--- src/rtl/synth_cfg_pkg.sv ---
package synth_cfg_pkg;
  localparam int K_W = 18;
  localparam int M_W = 9;
  localparam int A_W = 4;
  localparam int CW_W = K_W + M_W + A_W;

  typedef struct packed {
    logic [K_W-1:0] k;
    logic [M_W-1:0] m;
    logic [A_W-1:0] a;
  } cw_t;
endpackage

--- src/rtl/synth_cfg_sync.sv ---
module synth_cfg_sync #(
  parameter int N      = 5,
  parameter int STAGES = 2
) (
  input  logic         clk,
  input  logic         rst_n,
  input  logic [N-1:0] d,
  output logic [N-1:0] q
);
  for (genvar g = 0; g < N; g++) begin : g_bit
    logic [STAGES-1:0] chain;
    always_ff @(posedge clk or negedge rst_n) begin
      if (!rst_n) chain <= '0;
      else        chain <= {chain[STAGES-2:0], d[g]};
    end
    assign q[g] = chain[STAGES-1];
  end
endmodule

--- src/rtl/synth_cfg_edge.sv ---
module synth_cfg_edge #(
  parameter int N = 3
) (
  input  logic         clk,
  input  logic         rst_n,
  input  logic [N-1:0] lvl,
  output logic [N-1:0] rise
);
  logic [N-1:0] prev;
  always_ff @(posedge clk or negedge rst_n) begin
    if (!rst_n) prev <= '0;
    else        prev <= lvl;
  end
  assign rise = lvl & ~prev;
endmodule

--- src/rtl/synth_cfg_shift.sv ---
module synth_cfg_shift #(
  parameter int PRI_W = 20,
  parameter int ENH_W = 8
) (
  input  logic             clk,
  input  logic             rst_n,
  input  logic             bit_stb,
  input  logic             bit_val,
  input  logic             load_lvl,
  input  logic             to_enh,
  output logic [PRI_W-1:0] pri,
  output logic [ENH_W-1:0] enh
);
  logic take;
  assign take = bit_stb && !load_lvl;

  always_ff @(posedge clk or negedge rst_n) begin
    if (!rst_n) begin
      pri <= '0;
      enh <= '0;
    end else if (take) begin
      if (to_enh) enh <= {enh[ENH_W-2:0], bit_val};
      else        pri <= {pri[PRI_W-2:0], bit_val};
    end
  end

  // a load level seen by this stage freezes both registers
  p_hold_in_load_r2: assert property (@(posedge clk) disable iff (!rst_n)
    load_lvl |=> ($stable(pri) && $stable(enh)));
  // a bit steered to the enhancement register leaves primary alone
  p_enh_spares_pri_r3: assert property (@(posedge clk) disable iff (!rst_n)
    (bit_stb && !load_lvl && to_enh) |=> $stable(pri));
  // a bit steered to primary leaves enhancement alone
  p_pri_spares_enh_r1: assert property (@(posedge clk) disable iff (!rst_n)
    (bit_stb && !load_lvl && !to_enh) |=> $stable(enh));
endmodule

--- src/rtl/synth_cfg_xfer.sv ---
module synth_cfg_xfer
  import synth_cfg_pkg::*;
#(
  parameter int PRI_W = 20
) (
  input  logic             clk,
  input  logic             rst_n,
  input  logic             ld_rise,
  input  logic             hop_rise,
  input  logic [PRI_W-1:0] pri,
  input  logic             par_sel,
  input  cw_t              par_cw,
  input  logic             pre_en_n,
  output cw_t              cw,
  output logic             bypass
);
  localparam int KL_W = PRI_W - M_W - A_W;

  logic [PRI_W-1:0] sec;

  function automatic cw_t map_word(input logic [PRI_W-1:0] w);
    cw_t c;
    c = '0;
    c.m = w[PRI_W-1 -: M_W];
    c.a = w[KL_W +: A_W];
    c.k[KL_W-1:0] = w[KL_W-1:0];
    return c;
  endfunction

  always_ff @(posedge clk or negedge rst_n) begin
    if (!rst_n)                   sec <= '0;
    else if (ld_rise || hop_rise) sec <= pri;
  end

  always_ff @(posedge clk or negedge rst_n) begin
    if (!rst_n) begin
      cw     <= '0;
      bypass <= 1'b0;
    end else begin
      cw     <= par_sel ? par_cw : map_word(sec);
      bypass <= pre_en_n;
    end
  end

  // without a strobe edge the holding register keeps its value
  p_sec_hold_r4: assert property (@(posedge clk) disable iff (!rst_n)
    !(ld_rise || hop_rise) |=> $stable(sec));
  // coincident strobes still yield the primary word once
  p_dual_strobe_r5: assert property (@(posedge clk) disable iff (!rst_n)
    (ld_rise && hop_rise) |=> (sec == $past(pri)));
  // parallel mode output tracks the pins one cycle later
  p_par_follow_r7: assert property (@(posedge clk) disable iff (!rst_n)
    par_sel |=> (cw == $past(par_cw)));
  // bypass flag follows the active-low enable
  p_bypass_r8: assert property (@(posedge clk) disable iff (!rst_n)
    pre_en_n |=> bypass);
endmodule

--- src/rtl/synth_cfg_port.sv ---
module synth_cfg_port
  import synth_cfg_pkg::*;
#(
  parameter int PRI_W       = 20,
  parameter int ENH_W       = 8,
  parameter int SYNC_STAGES = 2
) (
  input  logic             clk,
  input  logic             rst_n,
  input  logic             ser_clk,
  input  logic             ser_dat,
  input  logic             ld_n,
  input  logic             enh_sel,
  input  logic             hop_stb,
  input  logic             par_mode,
  input  logic             pre_en_n,
  input  logic [K_W-1:0]   par_k,
  input  logic [M_W-1:0]   par_m,
  input  logic [A_W-1:0]   par_a,
  output logic [K_W-1:0]   cw_k,
  output logic [M_W-1:0]   cw_m,
  output logic [A_W-1:0]   cw_a,
  output logic [ENH_W-1:0] enh_word,
  output logic             presc_bypass
);
  localparam int NSYNC = 5;
  localparam int NEDGE = 3;

  logic [NSYNC-1:0] s_lvl;
  logic [NEDGE-1:0] s_rise;
  logic [PRI_W-1:0] pri;
  cw_t              par_cw;
  cw_t              cw;

  synth_cfg_sync #(.N(NSYNC), .STAGES(SYNC_STAGES)) u_sync (
    .clk (clk),
    .rst_n (rst_n),
    .d   ({ser_dat, enh_sel, hop_stb, ld_n, ser_clk}),
    .q   (s_lvl)
  );

  synth_cfg_edge #(.N(NEDGE)) u_edge (
    .clk  (clk),
    .rst_n (rst_n),
    .lvl  (s_lvl[2:0]),
    .rise (s_rise)
  );

  synth_cfg_shift #(.PRI_W(PRI_W), .ENH_W(ENH_W)) u_shift (
    .clk      (clk),
    .rst_n    (rst_n),
    .bit_stb  (s_rise[0]),
    .bit_val  (s_lvl[4]),
    .load_lvl (s_lvl[1]),
    .to_enh   (s_lvl[3]),
    .pri      (pri),
    .enh      (enh_word)
  );

  assign par_cw.k = par_k;
  assign par_cw.m = par_m;
  assign par_cw.a = par_a;

  synth_cfg_xfer #(.PRI_W(PRI_W)) u_xfer (
    .clk      (clk),
    .rst_n    (rst_n),
    .ld_rise  (s_rise[1]),
    .hop_rise (s_rise[2]),
    .pri      (pri),
    .par_sel  (par_mode),
    .par_cw   (par_cw),
    .pre_en_n (pre_en_n),
    .cw       (cw),
    .bypass   (presc_bypass)
  );

  assign cw_k = cw.k;
  assign cw_m = cw.m;
  assign cw_a = cw.a;
endmodule

--- config.mk ---
export PLATFORM = sky130hd
export DESIGN_NAME = synth_cfg_port
export DESIGN_NICKNAME = d
export VERILOG_FILES = /design/src/rtl/synth_cfg_pkg.sv /design/src/rtl/synth_cfg_sync.sv /design/src/rtl/synth_cfg_edge.sv /design/src/rtl/synth_cfg_shift.sv /design/src/rtl/synth_cfg_xfer.sv /design/src/rtl/synth_cfg_port.sv
export SDC_FILE = /design/constraint.sdc
export NUM_CORES = 1
export LEC_CHECK = 0
export CORE_MARGIN = 4
export CORE_UTILIZATION = 50
export DETAILED_ROUTE_END_ITERATION = 8
export DONT_BUFFER_PORTS = 1
export GPL_TIMING_DRIVEN = 0
export PLACE_DENSITY = 0.72
export SETUP_SLACK_MARGIN = 0.3
export SYNTH_ARGS = -nofsm -noshare
export SYNTH_HDL_FRONTEND = slang
export SYNTH_HIERARCHICAL = 1
export SYNTH_SLANG_ARGS = --single-unit
--- constraint.sdc ---
create_clock -name clk -period 1.8 [get_ports clk]
set_input_delay 0.09 -clock clk [delete_from_list [all_inputs] [get_ports clk]]
set_output_delay 0.09 -clock clk [all_outputs]
set_load 0.05 [all_outputs]
==> run_results.csv, run 1 <==
group,metric,value,unit
drt,dr_total_vias,1643,
run_status,failed_checks,"hold timing",
sta,post-route-min-period,1.53,ns
final_layout,drive_above_1_share,42.8,%
sta,fmax,653,MHz
global_routing,grt_max_degree,94,
setup_path,critPathKind,"flip-flop to flip-flop",
global_routing,busiest_layer,"met2",
placed_design,place_ws,0.339,ns
synth,async_reset_ff_share,100,%
setup_path,arrival,1.77,ns
synth,synth_top_area_share,69.9,%
synth,syn-num-nets,230,
cts,clk_path_buf_depth,2,
sta,fin_hold_ws,-0.573,ns
floorplan,pin_count,80,
floorplan,die_area,0.00803,mm²
sta,worst_slew_pin_slew,0.516,ns
cts,clk_latency,0.35,ns
setup_path,r2r_cells,6,
sta,finalHoldViolations,93,
setup_path,end_kind,"flip-flop",
cts,clock_sink_count,93,
sta,slew_headroom,65.6,%
floorplan,die_w,89.6,µm
sta,fin_crit_sh,85.0,%
sta,tns,0,ns
global_routing,grt_pass1_vias,1759,
final_layout,multiInputGateArea,991,µm²
placed_design,hpwl,3600,µm
final_layout,stdcell_area,0.00418,mm²
synth,netlist_instances,190,
sta,layout_setup_ws,0.269,ns
global_routing,use_met1,17.2,%
placed_design,gp_congestion,0.852,
drt,postRouteAntennaNets,0,
synth,seq_area_frac_synth,69.9,%
final_layout,fillers,435,
drt,drtIter0Drc,51,
final_layout,ff_latch_area,0.00233,mm²
floorplan,design.core.area,0.00642,mm²
sta,setup_violations,0,
global_routing,grt_pass1_wl,8650,µm
placed_design,post_dp_cell_area,0.00343,mm²
final_layout,diodes,0,
power,power_density,1080,mW/mm²
final_layout,fin_cells,327,
global_routing,grt.met3_usage,6.20,%
sta,rsz0062_at_grt,"true",
synth,ys_warn_count,6,
cts,cts_tree,"yes",
hold_path,hold_class,"input pin to asynchronous set/reset pin",
synth,yosys.area.top_type,"dfrtp_1",
cts,cts_htree_levels,3,
global_routing,grt_usage,15.0,%
cts,ctsRootBufferMaster,"clkbuf_8",
final_layout,synthToLayoutAreaGrowth,25.4,%
synth,synth_area_per_cell,17.5,µm²
synth,synth_edf_count,0,
setup_path,cp_max_fo,5,
final_layout,final_core_util,65.0,%
cts,clk_pin_slew,0.09,ns
synth,netlist_top_cells_count,"dfrtp_1, mux2_2, and2_1",
cts,numCtsBuffers,9,
placed_design,portBuffers,0,
floorplan,die_h,89.6,µm
power,p_leak,2.02,nW
drt,drc,0,
synth,synth.cell_area,0.00333,mm²
power,peakVddDrop,0.609,mV
synth,synthTopCellsByArea,"dfrtp_1, mux2_2, and2_1",
floorplan,start_util,51.9,%
sta,slew_viol_final,0,
synth,synth.ff_latch_count,93,
placed_design,placed_cells,267,
run,drv_cap,0,
synth,yosysMostFrequentCell,"dfrtp_1",
power,total_power,4.51,mW
global_routing,met2_usage,24.6,%
run_status,status,"finished, violations left",
drt,dr.pass1.iters,3,
global_routing,antenna_found_initial,0,
setup_path,critPathLaunchType,"flip-flop",
synth,synth_top_flop_cell,"dfrtp_1",
cts,cts_hold_buf,38,
drt,via_per_inst,5.02,
setup_path,worstPathRequired,2.04,ns
final_layout,nets,285,
drt,routed_wl,5820,µm
global_routing,overflow,0,
floorplan,num_rows,29,
sta,fin_skew,0.00823,ns
drt,drt-wirelength-per-cell,17.8,µm
synth,synth_cell_types,12,
==> power by group <==
group	switching, mW	internal, mW	total [mW]
sequential	0.486	2.28	2.77
clock	0.689	0.677	1.37
combinational	0.107	0.267	0.374
total	1.28	3.22	4.51
==> kinds of logic after synthesis <==
family | Yosys count | synth area share, %
buffers and inverters | 12 | 2.82
muxes | 68 | 23.1
and+or+nand+nor | 17 | 4.21
DFF | 93 | 69.9
==> cell type report <==
type | instances | area share (%)
Clock buffer | 10 | 3.30
Sequential cell | 93 | 55.7
Multi-Input combinational cell | 85 | 23.7
Timing Repair Buffer | 44 | 10.7
Tap cell | 77 | 2.31
Buffer | 12 | 2.70
Clock inverter | 6 | 1.50
==> what timing repair did <==
| item | in CTS | in global routing |
|---|---|---|
| endpoints found under the setup margin | 0 | 20 |
| resized for setup | 0 | 36 |
| setup buffers | 0 | 4 |
| hold endpoints to repair | 130 | 93 |
==> layout by cell type, fill, tap and decap left out, types with 2 or more instances in the layout <==
cell           synthesis  routed
and2_1                11      11
dfrtp_1               93      93
mux2_2                66      47
buf_6                  2       5
clkinv_4               0       2
buf_8                  0       4
nor2b_4                3       3
buf_4                  9       8
clkbuf_8               0      10
dlygate4sd3_1          0      38
clkinv_2               0       3
mux2_4                 1      21
==> routing by layer <==
layer  up-vias  wire [µm]
li1        752          -
met1       827       2300
met2        54       3050
met3        10        379
met4         0         89
met5         -          0
==> critical path: stages (launching register included) <==
cell	delay (ns)
dfrtp_1	0.35
buf_6	0.09
nor2b_4	0.13
nor3b_4	0.26
buf_6	0.16
buf_8	0.12
mux2_4	0.30
==> registers in the layout (all words and copies together), names as in the netlist <==
| register | cells |
|---|---|
| u_edge/prev | 3 |
| u_shift/enh | 8 |
| u_sync/g_bit.chain | 10 |
| u_shift/pri | 20 |
| u_xfer/sec | 20 |
| u_xfer/cw | 31 |
| u_xfer/bypass | 1 |
==> worst paths after layout <==
path / from / endpoint / slack [ns]
max: u_sync/g_bit[0].chain[1] / u_shift/pri[11] / 0.27
min: rst_n / u_xfer/cw[14] / -0.57
max reg2reg: u_sync/g_bit[0].chain[1] / u_shift/pri[11] / 0.27
min reg2reg: u_sync/g_bit[4].chain[0] / u_sync/g_bit[4].chain[1] / 0.35
max in group asynchronous: rst_n / u_shift/pri[5] / 2.24
min in group clk: par_mode / u_xfer/cw[27] / 0.10
No activity file was read; power rests on OpenSTA's default activity.
==> run 2, diff against run 1 <==
--- a/config.mk
+++ b/config.mk
@@ -5,12 +5,12 @@
 export SDC_FILE = /design/constraint.sdc
 export NUM_CORES = 1
 export LEC_CHECK = 0
+export BUFFER_PORTS_ARGS = -buffer_cell sky130_fd_sc_hd__buf_2
 export CORE_MARGIN = 4
 export CORE_UTILIZATION = 50
 export DETAILED_ROUTE_END_ITERATION = 8
-export DONT_BUFFER_PORTS = 1
 export GPL_TIMING_DRIVEN = 0
-export PLACE_DENSITY = 0.72
+export PLACE_DENSITY = 0.82
 export SETUP_SLACK_MARGIN = 0.3
 export SYNTH_ARGS = -nofsm -noshare
 export SYNTH_HDL_FRONTEND = slang
==> run 2 against run 1 <==
Compared with the run above: the flow now finishes without violations; fmax is 5.6% higher; non-clock buffer count is 74 higher; worst hold slack better by 0.63 ns; die area stayed put; wire length is 4.5% lower; first-iteration DRC count is 12% lower; clock power is 7% higher; via count is 16% higher; largest cell class unchanged; highest routed layer unchanged.
==> run_results.csv, run 2 (synthesis results as in run 1) <==
group,metric,value,unit
run_status,status,"finished, final reports clean",
power,clockPowerShare,31.2,%
final_layout,stdcell_area,0.00446,mm²
drt,dr.pass1.iters,4,
hold_path,hold_start,"par_mode",
hold_path,whs_path_depth,2,
power,intPower,3.41,mW
setup_path,worstPathRequired,2.02,ns
setup_path,critPathLaunchType,"flip-flop",
global_routing,antenna_found_initial,0,
power,switching_share,27.8,%
setup_path,path_buf_inv,2,
cts,cts_htree_levels,3,
setup_path,critPathKind,"flip-flop to flip-flop",
cts,cts_tree,"yes",
floorplan,start_util,51.9,%
final_layout,reg.largest.list,"u_xfer/cw x31, u_shift/pri x20, u_xfer/sec x20",
drt,drtIter0Drc,45,
global_routing,grt_max_degree,49,
power,comb_power_share,18.5,%
final_layout,mostFrequentLayoutCell,"dfrtp_1",
setup_path,arrival,1.67,ns
cts,clk_pin_slew,0.08,ns
placed_design,gp_congestion,0.683,
setup_path,crit_path_top_delay_cell,"dfrtp_1",
sta,rsz0062_at_grt,"true",
sta,fmax,690,MHz
final_layout,regMostFlops,"u_xfer/cw",
final_layout,largest_reg_flops,31,
setup_path,r2r_start,"u_sync/g_bit[0].chain[1]",
global_routing,grt_usage,15.1,%
setup_path,end_kind,"flip-flop",
floorplan,pin_count,80,
final_layout,synthToLayoutAreaGrowth,34.0,%
setup_path,worstReg2RegEnd,"u_shift/pri[7]",
hold_path,hold_class,"input pin to flip-flop",
setup_path,r2r_slack,0.35,ns
setup_path,cp_cell_sequence,"buf_4 -> nor2b_4 -> nor3b_4 -> buf_6 -> mux2_2",
cts,clk_path_buf_depth,2,
placed_design,portBuffers,79,
final_layout,nets,359,
sta,fin_crit_sh,80.5,%
sta,worst_slew_pin_slew,0.590,ns
sta,finalHoldViolations,0,
cts,numCtsBuffers,9,
placed_design,post_dp_cell_area,0.00385,mm²
drt,drc,0,
power,p_leak,2.30,nW
floorplan,die_w,89.6,µm
floorplan,num_rows,29,
run,drv_cap,0,
floorplan,die_area,0.00803,mm²
final_layout,fillers,435,
floorplan,design.core.area,0.00642,mm²
final_layout,diodes,0,
setup_path,slowest_delay,0.34,ns
sta,setup_violations,0,
cts,clock_sink_count,93,
drt,routed_wl,5560,µm
floorplan,die_h,89.6,µm
setup_path,r2r_cells,5,
drt,drt-wirelength-per-cell,13.9,µm
setup_path,cp.depth,5,
power,peakVddDrop,0.548,mV
power,power_density,1060,mW/mm²
setup_path,worstSetupStartpoint,"u_sync/g_bit[0].chain[1]",
drt,via_per_inst,4.74,
sta,slew_viol_final,0,
global_routing,grt_pass1_vias,2053,
drt,dr_total_vias,1900,
placed_design,hpwl,3580,µm
setup_path,cp_max_fo,10,
drt,postRouteAntennaNets,0,
power,total_power,4.72,mW
power,p_sw,1.32,mW
final_layout,final_cell_mix,"dfrtp_1, buf_2, mux2_2",
sta,slew_headroom,60.7,%
global_routing,overflow,0,
sta,post-route-min-period,1.45,ns
cts,post_cts_buffers,0,
cts,ctsRootBufferMaster,"clkbuf_8",
power,pwr-share-seq,50.3,%
cts,clk_latency,0.34,ns
sta,fin_skew,0.0107,ns
setup_path,cp_top_family,"simple AND/OR/NAND/NOR gates",
global_routing,grt_pass1_wl,9120,µm
final_layout,drive_above_1_share,54.9,%
hold_path,holdPathEnd,"u_xfer/cw[0]",
==> run 2: changes by cell type in the layout (fill, tap and decap cells not counted), sizes merged <==
cell / change
buf: +74
inv: +1
clkbuf: +1
bufinv: +1
clkinvlp: +2
clkinv: -5
==> run 2: routing by layer <==
| layer | vias up | share of wire (%) | GRT usage (%) |
|---|---|---|---|
| met5 | - | 0 | 0 |
| li1 | 901 | - | - |
| met3 | 2 | 5.8 | 3.92 |
| met4 | 0 | 0.38 | 5.28 |
| met1 | 943 | 42 | 18.5 |
| met2 | 54 | 52 | 25.7 |
==> run 2: stage by stage <==
stage | utilization [%] | hold WS, ns | worst slack, ns | std cells | TNS (ns)
after floorplan | - | -0.206 | 0.462 | 190 | 0
after global placement | 59.5 | 0.198 | -0.138 | 346 | -12.59
after detailed placement | 60.0 | 0.136 | 0.341 | 347 | 0
after CTS | 69.3 | 0.0354 | 0.328 | 401 | 0
after global routing | 69.5 | 0.0453 | 0.266 | 401 | 0
final | 69.5 | 0.0529 | 0.350 | 401 | 0
==> run 2: power groups by stage <==
stage / clock network, mW / registers (mW) / logic (mW)
4_1_cts: 1.51 / 2.38 / 0.881
3_5_place_dp: 0 / 2.42 / 0.817
2_1_floorplan: 0 / 2.76 / 0.231
6_report: 1.47 / 2.38 / 0.873
3_3_place_gp: 0 / 2.41 / 0.794
5_1_grt: 1.60 / 2.41 / 0.932
==> run 2: final cells by class <==
type                    instances  area, µm²  share of cell area (%)
clock inverters                 5       83.8                    1.88
repair buffers                118        806                    18.1
multi-input cells              85        916                    20.5
flip-flops and latches         93       2330                    52.2
clock buffers                  11        131                    2.94
well taps                      77       96.3                    2.16
plain buffers                  12        101                    2.27
==> run 2: worst max-delay path by stage <==
| stage | end | slack [ns] |
|---|---|---|
| floorplan | u_shift/pri[14] | 0.46 |
| global placement | u_xfer/cw[9] | -0.14 |
| detailed placement | u_shift/pri[7] | 0.34 |
| CTS | u_shift/pri[7] | 0.33 |
| global route | u_shift/pri[7] | 0.27 |
| finish | u_shift/pri[7] | 0.35 |
==> run 2: timing repair <==
action / 4_1_cts / 5_1_grt
endpoints found under the hold margin: 82 / 0
setup endpoints to repair: 0 / 20
hold buffers: 38 / 0
resized for setup: 0 / 3
==> run 2: worst register-to-register path: cells and delay by family (launching register included) <==
family	cells	cell delay, ns
buffers and inverters	2	0.29
flip-flops	1	0.34
multiplexers	1	0.35
AND/OR/NAND/NOR	2	0.36
==> run 3, diff against run 2 <==
==> constraint.sdc (replaced) <==
create_clock -name clk -period 1.5 [get_ports clk]
set_input_delay 0.075 -clock clk [delete_from_list [all_inputs] [get_ports clk]]
set_output_delay 0.075 -clock clk [all_outputs]
set_load 0.05 [all_outputs]
==> run 3 against run 2 <==
Compared with the run above: sequential cell count unchanged; critical endpoint is now u_shift/pri[8]; sequential share of layout area decreased by 3.2 points; critical path type unchanged; die area unchanged.
==> run_results.csv, run 3 (synthesis results as in run 1) <==
group,metric,value,unit
sta,rsz0062_at_grt,"true",
final_layout,final_core_util,74.0,%
power,power_density,1220,mW/mm²
floorplan,die_h,89.6,µm
power,p_leak,2.48,nW
power,intPower,4.17,mW
setup_path,worstPathRequired,1.72,ns
cts,numCtsBuffers,9,
cts,clk_latency,0.35,ns
sta,post-route-min-period,1.46,ns
sta,fin_hold_ws,0.0768,ns
sta,worst_slew_pin_slew,0.587,ns
cts,clk_path_buf_depth,2,
floorplan,pin_count,80,
sta,slew_headroom,60.9,%
drt,dr_total_vias,1936,
final_layout,mostFrequentLayoutCell,"dfrtp_1",
power,total_power,5.79,mW
power,comb_power_share,20.7,%
drt,drtIter0Drc,51,
sta,finalHoldViolations,0,
cts,clk_pin_slew,0.08,ns
cts,cts_tree,"yes",
placed_design,post_dp_cell_area,0.00393,mm²
final_layout,fin_cells,407,
drt,routed_wl,6260,µm
global_routing,grt_pass1_wl,10300,µm
run_status,status,"finished, final reports clean",
cts,ctsRootBufferMaster,"clkbuf_8",
floorplan,design.core.area,0.00642,mm²
drt,via_per_inst,4.76,
power,pwr-share-seq,49.6,%
setup_path,critPathLaunchType,"flip-flop",
sta,fin_skew,0.0116,ns
final_layout,largest_reg_flops,31,
power,switching_share,27.9,%
floorplan,num_rows,29,
global_routing,antenna_found_initial,0,
final_layout,diodes,0,
final_layout,reg.largest.list,"u_xfer/cw x31, u_shift/pri x20, u_xfer/sec x20",
power,clockPowerShare,29.6,%
floorplan,start_util,51.9,%
sta,setup_violations,0,
drt,highest-signal-layer,"met4",
hold_path,hold_class,"input pin to flip-flop",
drt,dr.pass1.iters,4,
global_routing,grt_usage,17.4,%
setup_path,arrival,1.68,ns
floorplan,die_w,89.6,µm
setup_path,cp_max_fo,5,
placed_design,placed_cells,347,
cts,clock_sink_count,93,
drt,postRouteAntennaNets,0,
cts,cts_htree_levels,3,
sta,fin_crit_sh,97.1,%
global_routing,grt_max_degree,49,
final_layout,synthToLayoutAreaGrowth,42.6,%
power,peakVddDrop,0.857,mV
sta,fmax,687,MHz
setup_path,critPathKind,"flip-flop to flip-flop",
run,drv_cap,0,
final_layout,final_cell_mix,"dfrtp_1, buf_2, mux2_4",
final_layout,stdcell_area,0.00475,mm²
drt,wl_met3,280,µm
floorplan,die_area,0.00803,mm²
placed_design,portBuffers,79,
placed_design,gp_congestion,0.705,
drt,drt-wirelength-per-cell,15.4,µm
final_layout,fillers,397,
placed_design,hpwl,3520,µm
sta,slew_viol_final,0,
drt,wl_met1,2700,µm
drt,drc,0,
drt,met2_length,3180,µm
global_routing,grt_pass1_vias,2115,
final_layout,regMostFlops,"u_xfer/cw",
final_layout,nets,365,
final_layout,drive_above_1_share,56.4,%
power,p_sw,1.62,mW
setup_path,end_kind,"flip-flop",
global_routing,overflow,0,
==> run 3: cell types whose count changed in the layout (fill, tap and decap cells not counted), moves of 2 or more <==
cell,delta
buf_6,+3
mux2_2,-45
clkbuf_8,+3
buf_12,+2
mux2_4,+46
==> run 3: worst paths after layout <==
path / from / cells after the start / slack [ns] / to
worst max register to register: u_sync/g_bit[0].chain[1] / 6 / 0.04 / u_shift/pri[8]
worst min register to register: u_sync/g_bit[2].chain[0] / 0 / 0.35 / u_sync/g_bit[2].chain[1]
min in group asynchronous: rst_n / 2 / 0.26 / u_xfer/cw[27]
worst max-delay path: u_sync/g_bit[0].chain[1] / 6 / 0.04 / u_shift/pri[8]
worst min-delay path: par_mode / 2 / 0.08 / u_xfer/cw[0]
max in group asynchronous: rst_n / 3 / 0.61 / u_xfer/sec[9]
==> run 3: final cells by class <==
type	count	area (µm²)	share of cell area, %
plain buffers	12	130	2.74
flip-flops and latches	93	2330	49.0
well taps	77	96.3	2.03
clock buffers	13	169	3.56
clock inverters	3	42.5	0.895
repair buffers	124	883	18.6
multi-input cells	85	1100	23.2
==> run 3: per-stage QoR <==
| step | worst slack [ns] | setup TNS, ns |
|---|---|---|
| 2_1_floorplan | 0.162 | 0 |
| 3_3_place_gp | -0.408 | -37.62 |
| 3_5_place_dp | 0.0460 | 0 |
| 4_1_cts | 0.0697 | 0 |
| 5_1_grt | -0.0296 | -0.368 |
| 6_report | 0.0434 | 0 |
==> run 3: routing by layer <==
metal | vias to the layer above | GRT usage, %
li1 | 912 | -
met1 | 955 | 22.1
met2 | 58 | 28.9
met3 | 11 | 3.92
met4 | 0 | 7.31
met5 | - | 0
==> run 3: timing repair <==
action,in CTS,in global routing
hold endpoints to repair,82,0
setup buffers,2,1
pin swaps,0,1
hold buffers,38,0
resized for setup,38,7
gates cloned,2,1
endpoints found under the setup margin,48,48
==> run 3: critical path, stage by stage (launching register included) <==
cell,delay (ns)
dfrtp_1,0.34
buf_6,0.09
nor2b_4,0.13
nor3b_4,0.19
buf_6,0.15
buf_6,0.13
mux2_4,0.30
==> run 3: power by group through the flow <==
stage               combinational [mW]  sequential [mW]  clock (mW)
floorplan                        0.321             3.32           0
global placement                 0.997             2.90           0
detailed placement                1.03             2.91           0
CTS                               1.19             2.87        1.77
global route                      1.27             2.91        1.87
finish                            1.20             2.87        1.71
